<file path="config.mk">
export PLATFORM = sky130hd
export DESIGN_NAME = addr_dehash_unit
export DESIGN_NICKNAME = d
export VERILOG_FILES = /design/src/rtl/dh_pkg.sv /design/src/rtl/dh_mask_gen.sv /design/src/rtl/dh_bit_fix.sv /design/src/rtl/dh_cfg_check.sv /design/src/rtl/addr_dehash_unit.sv
export SDC_FILE = /design/constraint.sdc
export NUM_CORES = 1
export LEC_CHECK = 0
export BUFFER_PORTS_ARGS = -buffer_cell sky130_fd_sc_hd__buf_4
export CAP_MARGIN = 30
export CORE_MARGIN = 5
export CORE_UTILIZATION = 50
export CTS_CLUSTER_DIAMETER = 30
export DETAILED_ROUTE_END_ITERATION = 8
export PLACE_DENSITY_LB_ADDON = 0.05
export SLEW_MARGIN = 10
export SYNTH_ARGS = -nofsm -noshare
export SYNTH_HDL_FRONTEND = slang
export SYNTH_SLANG_ARGS = --single-unit
</file>
<file path="constraint.sdc">
create_clock -name clk_i -period 2.2 [get_ports clk_i]
set_input_delay 0.44 -clock clk_i [delete_from_list [all_inputs] [get_ports clk_i]]
set_output_delay 0.44 -clock clk_i [all_outputs]
set_load 0.02 [all_outputs]
</file>
<file path="src/rtl/dh_pkg.sv">
package dh_pkg;
  localparam int unsigned N_FIX  = 5;   // correctable target bits
  localparam int unsigned N_GRAN = 4;   // 64K, 2M, 1G, 1T
  localparam int unsigned BASE_POS = 8;

  // target bit k: 8,9 then 12,13,14
  function automatic int unsigned tgt_pos(input int unsigned k);
    return (k < 2) ? BASE_POS + k : BASE_POS + 2 + k;
  endfunction

  // companion bit of granule g for target k
  function automatic int unsigned src_pos(input int unsigned g, input int unsigned k);
    int unsigned base;
    case (g)
      0:       base = 16;
      1:       base = 21;
      2:       base = 30;
      default: base = 40;
    endcase
    return base + k;
  endfunction
endpackage

</file>
<file path="src/rtl/dh_mask_gen.sv">
module dh_mask_gen #(
  parameter int unsigned CHAN_W   = 6,
  parameter int unsigned VEC_W    = 16,
  parameter int unsigned MAX_CHAN = 16,
  parameter int unsigned NAR_POS  = 10,
  parameter int unsigned NAR_CNT  = 2,
  parameter int unsigned WID_POS  = 9,
  parameter int unsigned WID_CNT  = 3
) (
  input  logic [CHAN_W-1:0]      chan_cnt_i,
  input  logic                   flav_1k_i,
  output logic                   chan_ok_o,
  output logic [dh_pkg::N_FIX-1:0] sel_o
);
  import dh_pkg::*;

  // open cnt zero bits at pos, upper part moves up
  function automatic logic [VEC_W-1:0] ins_gap(input logic [VEC_W-1:0] v,
                                               input int unsigned pos,
                                               input int unsigned cnt);
    logic [VEC_W-1:0] lo;
    lo = (VEC_W'(1) << pos) - VEC_W'(1);
    return (v & lo) | ((v & ~lo) << cnt);
  endfunction

  logic [VEC_W-1:0] raw_vec, gap_vec;
  logic             narrow;

  always_comb begin
    chan_ok_o = $onehot(chan_cnt_i) && (chan_cnt_i >= CHAN_W'(2)) &&
                (chan_cnt_i <= CHAN_W'(MAX_CHAN));
    raw_vec   = VEC_W'(chan_cnt_i - CHAN_W'(1)) << BASE_POS;
    narrow    = flav_1k_i && (chan_cnt_i >= CHAN_W'(4));
    gap_vec   = narrow ? ins_gap(raw_vec, NAR_POS, NAR_CNT)
                       : ins_gap(raw_vec, WID_POS, WID_CNT);
    if (!chan_ok_o) gap_vec = '0;
  end

  for (genvar k = 0; k < N_FIX; k++) begin : g_sel
    assign sel_o[k] = gap_vec[tgt_pos(k)];
  end
endmodule

</file>
<file path="src/rtl/dh_bit_fix.sv">
module dh_bit_fix #(
  parameter int unsigned N_GRAN = 4
) (
  input  logic              sel_i,
  input  logic [N_GRAN-1:0] src_i,
  input  logic [N_GRAN-1:0] en_i,
  output logic              flip_o
);
  assign flip_o = sel_i & (^(src_i & en_i));
endmodule

</file>
<file path="src/rtl/dh_cfg_check.sv">
module dh_cfg_check #(
  parameter int unsigned POS_W    = 6,
  parameter int unsigned CNT_W    = 3,
  parameter int unsigned POS_REQ  = 8,
  parameter int unsigned MAX_DIE  = 1,
  parameter int unsigned MAX_SOCK = 2
) (
  input  logic [POS_W-1:0] intlv_pos_i,
  input  logic [CNT_W-1:0] die_cnt_i,
  input  logic [CNT_W-1:0] sock_cnt_i,
  input  logic             chan_ok_i,
  output logic             err_o
);
  assign err_o = (intlv_pos_i != POS_W'(POS_REQ)) ||
                 (die_cnt_i  >  CNT_W'(MAX_DIE))  ||
                 (sock_cnt_i >  CNT_W'(MAX_SOCK)) ||
                 !chan_ok_i;
endmodule

</file>
<file path="src/rtl/addr_dehash_unit.sv">
module addr_dehash_unit #(
  parameter int unsigned ADDR_W = 64,
  parameter int unsigned CHAN_W = 6,
  parameter int unsigned POS_W  = 6,
  parameter int unsigned CNT_W  = 3,
  parameter int unsigned VEC_W  = 16
) (
  input  logic                      clk_i,
  input  logic                      rst_ni,
  input  logic                      vld_i,
  input  logic [ADDR_W-1:0]         addr_i,
  input  logic [CHAN_W-1:0]         chan_cnt_i,
  input  logic                      flav_1k_i,
  input  logic [POS_W-1:0]          intlv_pos_i,
  input  logic [CNT_W-1:0]          die_cnt_i,
  input  logic [CNT_W-1:0]          sock_cnt_i,
  input  logic [dh_pkg::N_GRAN-1:0] hash_en_i,
  output logic                      vld_o,
  output logic [ADDR_W-1:0]         addr_o,
  output logic                      err_o
);
  import dh_pkg::*;

  logic             chan_ok, cfg_err;
  logic [N_FIX-1:0] sel, flip;
  logic [ADDR_W-1:0] fix_mask, addr_nxt;

  dh_mask_gen #(.CHAN_W(CHAN_W), .VEC_W(VEC_W)) u_mask (
    .chan_cnt_i (chan_cnt_i),
    .flav_1k_i  (flav_1k_i),
    .chan_ok_o  (chan_ok),
    .sel_o      (sel)
  );

  dh_cfg_check #(.POS_W(POS_W), .CNT_W(CNT_W)) u_cfg (
    .intlv_pos_i (intlv_pos_i),
    .die_cnt_i   (die_cnt_i),
    .sock_cnt_i  (sock_cnt_i),
    .chan_ok_i   (chan_ok),
    .err_o       (cfg_err)
  );

  // companions sit above every target, so all fixes evaluate in parallel
  for (genvar k = 0; k < N_FIX; k++) begin : g_fix
    logic [N_GRAN-1:0] src;
    for (genvar g = 0; g < N_GRAN; g++) begin : g_src
      assign src[g] = addr_i[src_pos(g, k)];
    end
    dh_bit_fix #(.N_GRAN(N_GRAN)) u_fix (
      .sel_i  (sel[k]),
      .src_i  (src),
      .en_i   (hash_en_i),
      .flip_o (flip[k])
    );
  end

  always_comb begin
    fix_mask = '0;
    for (int k = 0; k < N_FIX; k++) fix_mask[tgt_pos(k)] = flip[k];
    addr_nxt = cfg_err ? addr_i : (addr_i ^ fix_mask);
  end

  always_ff @(posedge clk_i or negedge rst_ni) begin
    if (!rst_ni) begin
      vld_o  <= 1'b0;
      addr_o <= '0;
      err_o  <= 1'b0;
    end else begin
      vld_o <= vld_i;
      if (vld_i) begin
        addr_o <= addr_nxt;
        err_o  <= cfg_err;
      end
    end
  end
endmodule

</file>
# Word-level counts from Yosys, hierarchy flattened
# Index checks and enable logic that the tools add are counted.
[op_classes]
n_addsub = 6
order_cmp = 5
eq_ne = 2
n_mux = 3
bitwise = 13
reduce_logical = 12
[ops]
columns = ["operator", "count"]
rows = [
  ["2-to-1 mux 64 bit", 1],
  ["bitwise XOR 64 x 15 -> 64 bit", 1],
  ["2-to-1 mux 15 bit", 2],
  ["AND 4 bit", 5],
  ["parity 4 bit", 5],
  ["OR 10 x 15 -> 15 bit", 1],
  ["OR 9 x 15 -> 15 bit", 1],
  ["adder 1 x 1 -> 2 bit", 3],
  ["adder 3 bit", 2],
  ["greater-or-equal comparator 6 x 2 -> 1 bit (second input constant)", 1],
  ["greater-or-equal comparator 6 x 3 -> 1 bit (second input constant)", 1],
  ["less-or-equal comparator 6 x 5 -> 1 bit (second input constant)", 1],
  ["!= test 6 x 4 -> 1 bit (second input constant)", 1],
  ["AND 1 bit", 5],
  ["subtractor 5 x 1 -> 5 bit (second input constant)", 1],
  ["equality test 3 x 1 -> 1 bit (second input constant)", 1],
  ["> comparator 3 x 1 -> 1 bit (second input constant)", 1],
  ["> comparator 3 x 2 -> 1 bit (second input constant)", 1],
  ["logical AND 1 bit", 3],
  ["logical OR 1 bit", 3],
  ["logical NOT 1 bit", 1],
]
[word_totals]
ff_bits = 66
inputBits = 90
output_inout_bits = 66
word_cells = 44

# Longest topological paths before layout
# Gate-level depths: netlist of the first run.
[depth]
word_depth = 10
depth_mapped = 9
ltp_nobuf = 9

# Hierarchy
# From an unflattened synthesis of the first run, not the netlist that was laid out.
[unflattened]
cells_unflattened = 241
area_unflattened_um2 = 3444.6
[modules_own_cells]
columns = ["module", "instances", "cells_each", "area_each_um2", "seq_area_each_um2"]
rows = [
  ["addr_dehash_unit", 1, 160, 2867.8, 1651.6],
  ["dh_mask_gen", 1, 36, 295.3, 0.0],
  ["dh_bit_fix", 5, 8, 47.5, 0.0],
  ["dh_cfg_check", 1, 5, 43.8, 0.0],
]

# Worst setup path after synthesis of the first run
# OpenSTA, ideal clock, no wires.
[synth_path]
path_type = "input to register"
from = "in chan_cnt_i[4]"
to = "reg addr_o[13]"
setup_ps = 131
arrival_time_ps = 2751
t_required_ps = 2069
slack_ps = -682
stages = 9
path_buffers = 0
path_cell_list = "inv_1 ha_1 fa_1 ha_1 nor4_1 nand3_2 a211oi_2 a21oi_1 or3_1"
[synth_via]
elab_chain_cells = 9
word_cells_on_any_way = 16
cone_classes = "add/sub (2); order compare (3); eq/ne (1); mux (3); bitwise (2); reduce/logical (5)"
[synth_rtl]
columns = ["item", "line", "source"]
rows = [
  ["start: declaration", "addr_dehash_unit.sv:12", "input logic [CHAN_W-1:0] chan_cnt_i,"],
  ["adder 1 x 1 -> 2 bit (not written as such)", "dh_mask_gen.sv:30", "chan_ok_o = $onehot(chan_cnt_i) && (chan_cnt_i >= CHAN_W'(2)) &&"],
  ["adder 3 bit (not written as such)", "dh_mask_gen.sv:30", ""],
  ["equality test 3 x 1 -> 1 bit", "dh_mask_gen.sv:30", ""],
  ["logical AND 1 bit (2 in series)", "dh_mask_gen.sv:30", ""],
  ["2-to-1 mux 15 bit", "dh_mask_gen.sv:36", "if (!chan_ok_o) gap_vec = '0;"],
  ["AND 1 bit", "dh_bit_fix.sv:9", "assign flip_o = sel_i & (^(src_i & en_i));"],
  ["bitwise XOR 64 x 15 -> 64 bit", "addr_dehash_unit.sv:60", "addr_nxt = cfg_err ? addr_i : (addr_i ^ fix_mask);"],
  ["2-to-1 mux 64 bit (*)", "addr_dehash_unit.sv:60", ""],
  ["end signal: assignment", "addr_dehash_unit.sv:71", "addr_o <= addr_nxt;"],
  ["end: declaration", "addr_dehash_unit.sv:19", "output logic [ADDR_W-1:0] addr_o,"],
]
# Mark *: on every way between the ends. The rest lies on a longest branch, timed or not.
# A chain may end at the register's enable or synchronous reset.

# Worst setup path in the final report of the first run
[layout_path]
from = "in chan_cnt_i[5]"
to = "reg addr_o[12]"
# Same word-level chain as after synthesis.

==> reports/summary.txt, run 1 <==
Avg Vias per Cell: 4.98
Initial Util: 50.6%
Tmin final: 2430 ps
Row count: 29
Synthesized area: 0.00317 mm²
Syn Nets: 348
TritonCTS clock tree: built
Post-synth EDFFs: 0
Worst-case clock buffer depth: 2
Fmax: 0.412 GHz
Die Area: 0.00804 mm²
GRT overflow: 0
Avg Cell Area, Syn: 13.0 µm²
Cell taking the most area after synthesis: dfrtp_1
Final nets: 530
Least-Margin Pin Slew: 837 ps
Fin. Hold Viols: 0
Initial antenna violation count: 0
Area growth from synthesis to layout: 55.2%
TritonCTS buffer count: 9
Final Util: 78.5%
H-tree Lvls: 3
Dpl cells: 487
FFs w/ async S/R, synth: 100%
Total power: 3.24 mW
Fin worst setup slack: -227 ps
Fin. max-slew vios: 0
Cells after synthesis: 245
Flops & latches, synth: 66
GR Util All Layers: 21.8%
Failing checks: setup timing
DP HPWL: 6.62 mm
CP Capture Type: flip-flop
Signal arrival time at the worst endpoint: 2620 ps
Fin crit share: 110%
CTS root buf: clkbuf_8
Yosys top cell area share: 52.0%
IO Port Bufs: 154
Count of cell types in the netlist: 41
Leak: 2.31 nW
Routed WL per cell: 16.5 µm
Kind of critical path: in -> reg
Floorplan core area: 0.00628 mm²
Pwr Density: 657 mW/mm²
Clock sink count: 66
Horiz. Die Dim: 89.7 µm
Critical-path maximum fanout: 5
Layout cells sized above 1: 52.8%
Status: finished, violations left
Most common cell in the netlist: dfrtp_1
Vias in the first global route: 2850
Routability Congestion: 0.845
Initial DRC Count: 45
Worst Hold Class: in -> async
Final wirelength: 8.41 mm
Final Instance Area: 0.00493 mm²
Worst Skew: 0 ps
Area contributors post-synth: dfrtp_1, mux2_1, ha_1
Slew headroom: 44.2%
Clock latency on the worst-skew pair: 330 ps
Largest net degree at the start of global routing: 67
Worst Setup Start Kind: primary input
Pre-antenna DRT Iters: 4
Max-Cap Viols: 0
Sum Neg Setup Slack: -1090 ps
Hold buffer count at CTS: 0
Post-synth top cells: dfrtp_1, mux2_1, nand2_1
Syn. warnings: 0
Via count: 2533
Post-route ant nets: 0
Setup violators final: 6
Predominant post-synthesis flop cell: dfrtp_1
I/O Pins: 156
Max IR drop VDD: 0.476 mV
Die Height: 89.7 µm
Non-filler cells, final: 509
Antenna fix cells: 0
Critical Path RT: 2390 ps
Dpl cell area: 0.00460 mm²
RSZ-0062 raised after global routing: yes
Sequential fraction of the synthesis area: 52.0%
First-pass GRT wire length: 13.1 mm
Drt drc: 0
Clock-pin slew on the worst setup and hold paths: 80 ps
-- area by class of cell --
cell class,instances,area (µm²)
clock buffers,9,124
clock inverters,7,68.8
fillers,420,1350
inverters,11,50.0
multi-input cells,160,1550
flip-flops and latches,66,1650
well taps,77,96.3
repair buffers,179,1390
-- worst max-delay path: stages --
cell,delay (ps)
buf_8,100
ha_4,150
fa_2,600
ha_4,210
nor4_4,140
nand3_2,120
buf_6,130
a211oi_4,270
buf_4,180
and3_4,170
o221ai_2,90
-- metrics by stage --
step,hold WS (ps),worst slack (ps)
floorplan,144,-371
global placement,468,-567
detailed placement,476,-655
CTS,216,-228
global route,247,-295
finish,181,-227
-- power by group --
part	leakage (nW)	internal, mW	switching [mW]
clock	0.0954	0.521	0.469
combinational	1.45	0.434	0.421
sequential	0.769	1.33	0.0596
-- routing by layer --
metal	vias up	global-route usage, %	routed length, µm
li1	1215	-	-
met1	1224	24.1	3100
met2	89	38.4	4450
met3	5	8.67	806
met4	0	6.90	55
met5	-	0	0
-- cell usage in the layout (no fill, tap or decap), drive strengths merged, types with 2 or more instances in the layout --
cell type	synthesis	final
buf	2	179
dfrtp	66	66
mux2	59	59
nand2	26	26
xnor2	15	15
ha	11	11
clkbuf	6	9
inv	10	9
clkinvlp	0	4
clkinv	1	4
xor2	4	4
a21oi	4	4
nand3	4	4
nor2	3	3
mux2i	3	3
nor2b	3	3
o221ai	3	3
nand2b	2	2
and4	2	2
o22ai	2	2
or3	2	2
fa	2	2
-- cell families (layout without fill, tap and decap cells) --
group           count (synthesis)  after routing  synth area share, %
mux                            62             62                 21.9
compound gates                 15             15                 3.67
fa+ha+maj                      13             13                 5.60
xor+xnor                       19             19                 5.24
flops                          66             66                 52.0
buf+inv                        19            206                 3.04
simple gates                   51             51                 8.55
-- path summary, 6_finish.rpt --
check	startpoint	depth (start not counted)	endpoint	slack, ps
setup / recovery	chan_cnt_i[5]	11	addr_o[12]	-230
hold / removal	rst_ni	1	addr_o[53]	180
setup reg to reg	addr_o[13]	3	addr_o[13]	1240
hold reg to reg	addr_o[48]	1	addr_o[48]	490
max in group asynchronous	rst_ni	1	addr_o[34]	1440
min in group clk_i	addr_i[28]	2	addr_o[28]	310
-- state kept, by name, indices dropped and copies added (netlist names) --
register / count
vld_o: 1
addr_o: 64
err_o: 1
-- repair_timing --
| action | 4_1_cts | 5_1_grt |
|---|---|---|
| cloned | 0 | 0 |
| endpoints found under the setup margin | 6 | 6 |
| setup buffers | 4 | 2 |
| gates resized for setup | 14 | 5 |
| pin swaps | 9 | 6 |
Note: power is estimated with default switching activity, not from simulation.
==> run 2: changes to the inputs <==
Settings changed: ABC_AREA from default to 1, CORE_UTILIZATION 50 to 51, REMOVE_ABC_BUFFERS from default to 1.
==> run 2 against run 1 <==
Against the previous run: the run now ends clean; core utilization decreased by 0.67 points; global-route usage increased by 1.9 points; clock power increased by 15%; combinational power decreased by 0.6%; sequential power about the same; cell count increased by 41%; synthesized cell count increased by 93%; setup slack improved by 320 ps; fmax increased by 15%; design area increased by 2.0%.
==> reports/summary.txt, run 2 <==
First-pass GRT wire length: 16.1 mm
Post-synth EDFFs: 0
Area growth from synthesis to layout: 46.4%
H-tree Lvls: 3
Critical-path maximum fanout: 4
Count of cell types in the netlist: 19
Signal arrival time at the worst endpoint: 2390 ps
Final Util: 77.8%
Net switching power: 1.03 mW
Clock power share: 33.8%
Horiz. Die Dim: 92.0 µm
Cell Int Power: 2.34 mW
Worst-case clock buffer depth: 2
Fin. Hold Viols: 0
Max IR drop VDD: 0.562 mV
Antenna fix cells: 0
Fin worst setup slack: 88.1 ps
Clock-pin slew on the worst setup and hold paths: 80 ps
Least-Margin Pin Slew: 836 ps
Slew headroom: 44.3%
Avg Cell Area, Syn: 7.27 µm²
DP HPWL: 7.24 mm
Vias in the first global route: 3569
Clock latency on the worst-skew pair: 340 ps
Net Sw Frac: 30.5%
Part of the power in registers: 40.9%
Total power: 3.36 mW
Row count: 29
Area contributors post-synth: dfrtp_1, nand2_1, ha_1
Most common cell after layout, fill and taps aside: nand2_1
Fillers: 497
Cells after synthesis: 472
Hold buffer count at CTS: 0
Avg Vias per Cell: 4.84
IO Port Bufs: 154
Pre-antenna DRT Iters: 4
Kind of critical path: in -> reg
Post-route ant nets: 0
Status: finished, final reports clean
Tmin final: 2110 ps
Worst Hold Class: in -> async
Final wirelength: 9.75 mm
Biggest register: addr_o
Fin crit share: 96.0%
CP Capture Type: flip-flop
TritonCTS clock tree: built
Max-Cap Viols: 0
Layout cells sized above 1: 31.8%
Cell taking the most area after synthesis: dfrtp_1
Routability Congestion: 0.847
I/O Pins: 156
Fin. max-slew vios: 0
Floorplan core area: 0.00646 mm²
Synthesized area: 0.00343 mm²
Die Area: 0.00847 mm²
Most common cell in the netlist: nand2_1
GRT overflow: 0
Yosys top cell area share: 48.1%
FFs w/ async S/R, synth: 100%
Drt drc: 0
Pwr Density: 670 mW/mm²
Die Height: 92.0 µm
Combinational Power Share: 25.3%
Setup violators final: 0
Initial Util: 53.1%
Reg-to-reg startpoint: err_o
Post-CTS Setup Inserts: 0
Via count: 3477
Worst Skew: 0 ps
GR Util All Layers: 23.8%
Setup crit start: chan_cnt_i[0]
Flops & latches, synth: 66
TritonCTS buffer count: 9
Fmax: 0.474 GHz
Post-place setup slack: -395 ps
Post-synth top cells: nand2_1, dfrtp_1, inv_1
Commonest non-fill, non-tap cells in the layout: nand2_1, buf_4, dfrtp_1, inv_1, nand3_1
Multi-input gate area: 0.00166 mm²
Final nets: 739
Largest net degree at the start of global routing: 67
Sequential fraction of the synthesis area: 48.1%
Max FFs per register: 64
Clock sink count: 66
Largest regs: addr_o (64), err_o (1), vld_o (1)
Syn. warnings: 0
Critical Path RT: 2480 ps
Initial DRC Count: 137
Leak: 2.91 nW
CTS root buf: clkbuf_8
Sequential cell area: 0.00165 mm²
Predominant post-synthesis flop cell: dfrtp_1
Worst Setup Start Kind: primary input
Initial antenna violation count: 0
Routed WL per cell: 13.6 µm
==> run 2: changes by cell type in the layout (fill, tap and decap cells not counted), moves of 3 or more <==
cell      previous run  this run
buf_4              171       165
buf_6                5         0
clkinv_2             4         1
inv_1                6        32
inv_2                2         6
mux2_1              47         0
mux2_2              12         0
mux2i_1              3         0
nand2_1             26       279
nand3_1              2        20
nor2_1               3        16
nor2_2               0         5
nor2b_1              3         0
xnor2_1             15         7
==> run 2: critical path, cell delays in order <==
cell	delay [ps]
buf_4	130
ha_4	150
fa_1	580
ha_4	220
nor2_2	80
nand3_1	90
nor2_2	150
nand2_2	100
nor2_4	160
nand3_2	80
nand2_1	70
nand3_1	70
nand2_1	80
==> run 2: power by group through the flow <==
| stage | Sequential, mW | Combinational (mW) | Clock [mW] |
|---|---|---|---|
| 3_5_place_dp | 1.40 | 0.824 | 0 |
| 2_1_floorplan | 1.53 | 0.249 | 0 |
| 6_report | 1.38 | 0.850 | 1.14 |
| 3_3_place_gp | 1.40 | 0.800 | 0 |
| 4_1_cts | 1.38 | 0.832 | 1.15 |
| 5_1_grt | 1.39 | 0.932 | 1.22 |
==> run 2: worst paths after layout <==
| path | depth (start not counted) | slack, ps | end |
|---|---|---|---|
| worst min register to register | 2 | 470 | addr_o[48] |
| worst max-delay path | 13 | 90 | addr_o[12] |
| max in group asynchronous | 1 | 1450 | addr_o[2] |
| worst max register to register | 2 | 1550 | err_o |
| worst min-delay path | 1 | 180 | addr_o[43] |
| min in group clk_i | 3 | 290 | addr_o[38] |
==> run 2: cell type report <==
type / count / area share, %
clock inverters: 6 / 1.77
repair buffers: 166 / 25.0
clock buffers: 10 / 2.54
flip-flops and latches: 66 / 32.9
inverters: 38 / 2.84
well taps: 77 / 1.92
multi-input cells: 355 / 33.0
==> run 2: stage by stage <==
step | instance area [µm²] | hold WS [ps] | instances | TNS [ps]
2_1_floorplan | 3380 | 144 | 459 | -342
3_3_place_gp | 4730 | 455 | 702 | -1620
3_5_place_dp | 4730 | 459 | 702 | -2040
4_1_cts | 4960 | 231 | 718 | 0
5_1_grt | 5020 | 247 | 718 | -13.9
6_report | 5020 | 185 | 718 | 0
==> run 2: cell families (layout without fill, tap and decap cells) <==
group	Yosys count	in the layout	synth area share, %
AND/OR/NAND/NOR	327	327	37.3
XOR/XNOR	12	12	3.06
adder cells (fa/ha/maj)	13	13	5.18
AO/OA/AOI/OAI	3	3	0.510
flip-flops	66	66	48.1
buffers and inverters	51	220	5.80
==> run 2: timing repair <==
action | CTS | global route
resized for setup | 5 | 13
pin swaps | 0 | 9
setup endpoints to repair | 3 | 5
==> run 2: routing by layer <==
metal	GRT usage [%]	vias up	routed length [µm]	share of wire, %
met4	9.16	0	221	2.3
met1	27.8	1582	3890	40
met2	40.9	138	4880	50
met3	7.45	17	760	7.8
met5	0	-	0	0
li1	-	1740	-	-
==> run 3: changes to the inputs <==
Settings changed: CORE_UTILIZATION 51 to 50, SYNTH_HIERARCHICAL from default to 1.
==> run 3 against run 2 <==
Against the previous run: the run now ends with setup timing left; area after synthesis decreased by 4.4%; sequential cell count unchanged; core utilization decreased by 2.0 points; design area decreased by 4.2%; total power decreased by 2.1%; highest routed layer unchanged.
==> reports/summary.txt, run 3 <==
Status: finished, violations left
Failing checks: setup timing
Syn. warnings: 6
Predominant post-synthesis flop cell: dfrtp_1
WP buf/inv: 5
Clock sink count: 66
Final Instance Area: 0.00482 mm²
Synthesized area: 0.00328 mm²
Dpl cell area: 0.00451 mm²
Most common cell after layout, fill and taps aside: nand2_1
Fin. max-slew vios: 0
Cell Int Power: 2.34 mW
Post-route ant nets: 0
Area growth from synthesis to layout: 46.8%
Slew headroom: 70.9%
Critical Path RT: 2470 ps
Net switching power: 955 µW
Initial antenna violation count: 0
Final nets: 700
CP Capture Type: flip-flop
Cells after synthesis: 436
Total power: 3.30 mW
Fmax: 0.351 GHz
Biggest register: addr_o
Fin crit share: 129%
Layout cells sized above 1: 34.2%
Sequential fraction of the synthesis area: 50.3%
Post-place setup slack: -1310 ps
Hold slack final: 27.2 ps
Kind of critical path: in -> reg
Count of cell types in the netlist: 19
IO Port Bufs: 154
Die Height: 91 µm
First-pass GRT wire length: 15.3 mm
H-tree Lvls: 3
Reg2Reg Depth: 2
Commonest non-fill, non-tap cells in the layout: nand2_1, buf_4, dfrtp_1, nand3_1, nor2_1
Largest regs: addr_o (64), err_o (1), vld_o (1)
DP HPWL: 7.03 mm
Max FFs per register: 64
Combinational Power Share: 23.8%
Horiz. Die Dim: 91 µm
Floorplan core area: 0.00635 mm²
Final Util: 75.8%
Pwr Density: 684 mW/mm²
Sum Neg Setup Slack: -3760 ps
FFs w/ async S/R, synth: 100%
Routed WL per cell: 13.4 µm
Post-synth top cells: nand2_1, dfrtp_1, nand3_1
Clock power share: 34.4%
Critical Path, Cell by Cell: buf_8 -> inv_4 -> fa_1 -> fa_1 -> inv_1 -> ha_2 -> fa_1 -> nor3_2 -> nand3_2 -> inv_2 -> nand2_2 -> nor3_2 -> nand2_2 -> clkinvlp_4 -> nand2_1 -> nand2_1 -> nand3_1 -> nand2_1
GR Util All Layers: 22.6%
Worst Setup Start Kind: primary input
Cell taking the most area after synthesis: dfrtp_1
Avg Cell Area, Syn: 7.52 µm²
Max-Cap Viols: 0
TritonCTS buffer count: 9
Worst-case clock buffer depth: 2
Yosys top cell area share: 50.3%
Reg-to-reg startpoint: addr_o[3]
Flops & latches, synth: 66
GRT overflow: 0
Setup violators final: 6
Net Sw Frac: 29.0%
Max incr delay on CP: 490 ps
Via count: 3305
Routability Congestion: 0.835
Fin. Hold Viols: 0
Max IR drop VDD: 0.468 mV
Most common cell in the netlist: nand2_1
Final wirelength: 9.17 mm
RSZ-0062 raised after global routing: yes
R2R Path End: addr_o[3]
Initial Util: 51.7%
Worst Hold Class: in -> async
Die Area: 0.00828 mm²
I/O Pins: 156
Row count: 29
Drt drc: 0
Largest net degree at the start of global routing: 45
Avg Vias per Cell: 4.82
Part of the power in registers: 41.7%
Area contributors post-synth: dfrtp_1, nand2_1, nand3_1
Leak: 2.77 nW
Crit path max-delay family: adder cells
TritonCTS clock tree: built
Clock latency on the worst-skew pair: 330 ps
Initial DRC Count: 144
Critical-path maximum fanout: 5
Clock-pin slew on the worst setup and hold paths: 70 ps
Fin worst setup slack: -648 ps
Worst Skew: 0 ps
Least-Margin Pin Slew: 437 ps
R2R Setup Slk: 1570 ps
Dpl cells: 666
Antenna fix cells: 0
Non-filler cells, final: 685
CTS root buf: clkbuf_8
Vias in the first global route: 3306
Pre-antenna DRT Iters: 6
Signal arrival time at the worst endpoint: 3120 ps
Tmin final: 2850 ps
Post-synth EDFFs: 0
Crit path max-delay cell type: fa_1
==> run 3: changes by cell type in the layout (fill, tap and decap cells not counted), sizes merged, moves of 2 or more <==
| cell | change |
|---|---|
| nand3 | +9 |
| a21oi | -2 |
| ha | -7 |
| nand2 | -14 |
| xor2 | -5 |
| xnor2 | -6 |
| nor3 | +2 |
| inv | -17 |
| clkinv | +2 |
| buf | +4 |
==> run 3: logic make-up (layout without fill, tap and decap cells) <==
kind of cell / count (synthesis) / in the layout / share of synthesized area [%]
simple gates: 324 / 324 / 39.1
buf+inv: 37 / 209 / 6.79
compound gates: 1 / 1 / 0.152
xor+xnor: 1 / 1 / 0.267
fa+ha+maj: 7 / 7 / 3.36
flops: 66 / 66 / 50.3
==> run 3: power groups by stage <==
stage / sequential, mW / clock, mW / combinational, mW
floorplan: 1.53 / 0 / 0.201
global placement: 1.39 / 0 / 0.756
detailed placement: 1.40 / 0 / 0.775
CTS: 1.38 / 1.16 / 0.782
global route: 1.39 / 1.23 / 0.862
finish: 1.38 / 1.14 / 0.785
==> run 3: what timing repair did <==
item | in CTS | in global routing
hold buffers | 0 | 0
pin swaps | 0 | 5
setup buffers | 0 | 2
endpoints found under the setup margin | 6 | 6
cloned | 0 | 1
gates resized for setup | 5 | 19
==> run 3: per-layer routing <==
| metal | vias up | wire, µm | track usage, % |
|---|---|---|---|
| met5 | - | 0 | 0 |
| met4 | 0 | 125 | 8.07 |
| met3 | 12 | 590 | 6.28 |
| met2 | 125 | 4750 | 39.0 |
| met1 | 1517 | 3710 | 27.1 |
| li1 | 1651 | - | - |
==> run 3: worst max path at each step <==
stage | slack [ps] | start | depth (start not counted) | to
3_5_place_dp | -1310 | chan_cnt_i[1] | 17 | addr_o[12]
5_1_grt | -810 | chan_cnt_i[0] | 16 | addr_o[12]
6_report | -650 | chan_cnt_i[0] | 18 | addr_o[12]
2_1_floorplan | -1120 | chan_cnt_i[0] | 16 | addr_o[12]
3_3_place_gp | -1190 | chan_cnt_i[1] | 17 | addr_o[9]
4_1_cts | -750 | chan_cnt_i[0] | 17 | addr_o[12]
==> run 3: cell type report <==
class	instances	area, µm²
Clock buffer	10	138
Clock inverter	6	90.1
Fill cell	509	1530
Inverter	22	92.6
Multi-Input combinational cell	333	1440
Sequential cell	66	1650
Tap cell	77	96.3
Timing Repair Buffer	170	1300
Timing Repair inverter	1	7.51
==> run 3: worst register-to-register path, cell delays in order, from the launching register on <==
cell and delay [ps]:
dfrtp_1 390, nand2_1 70, nand2_1 60
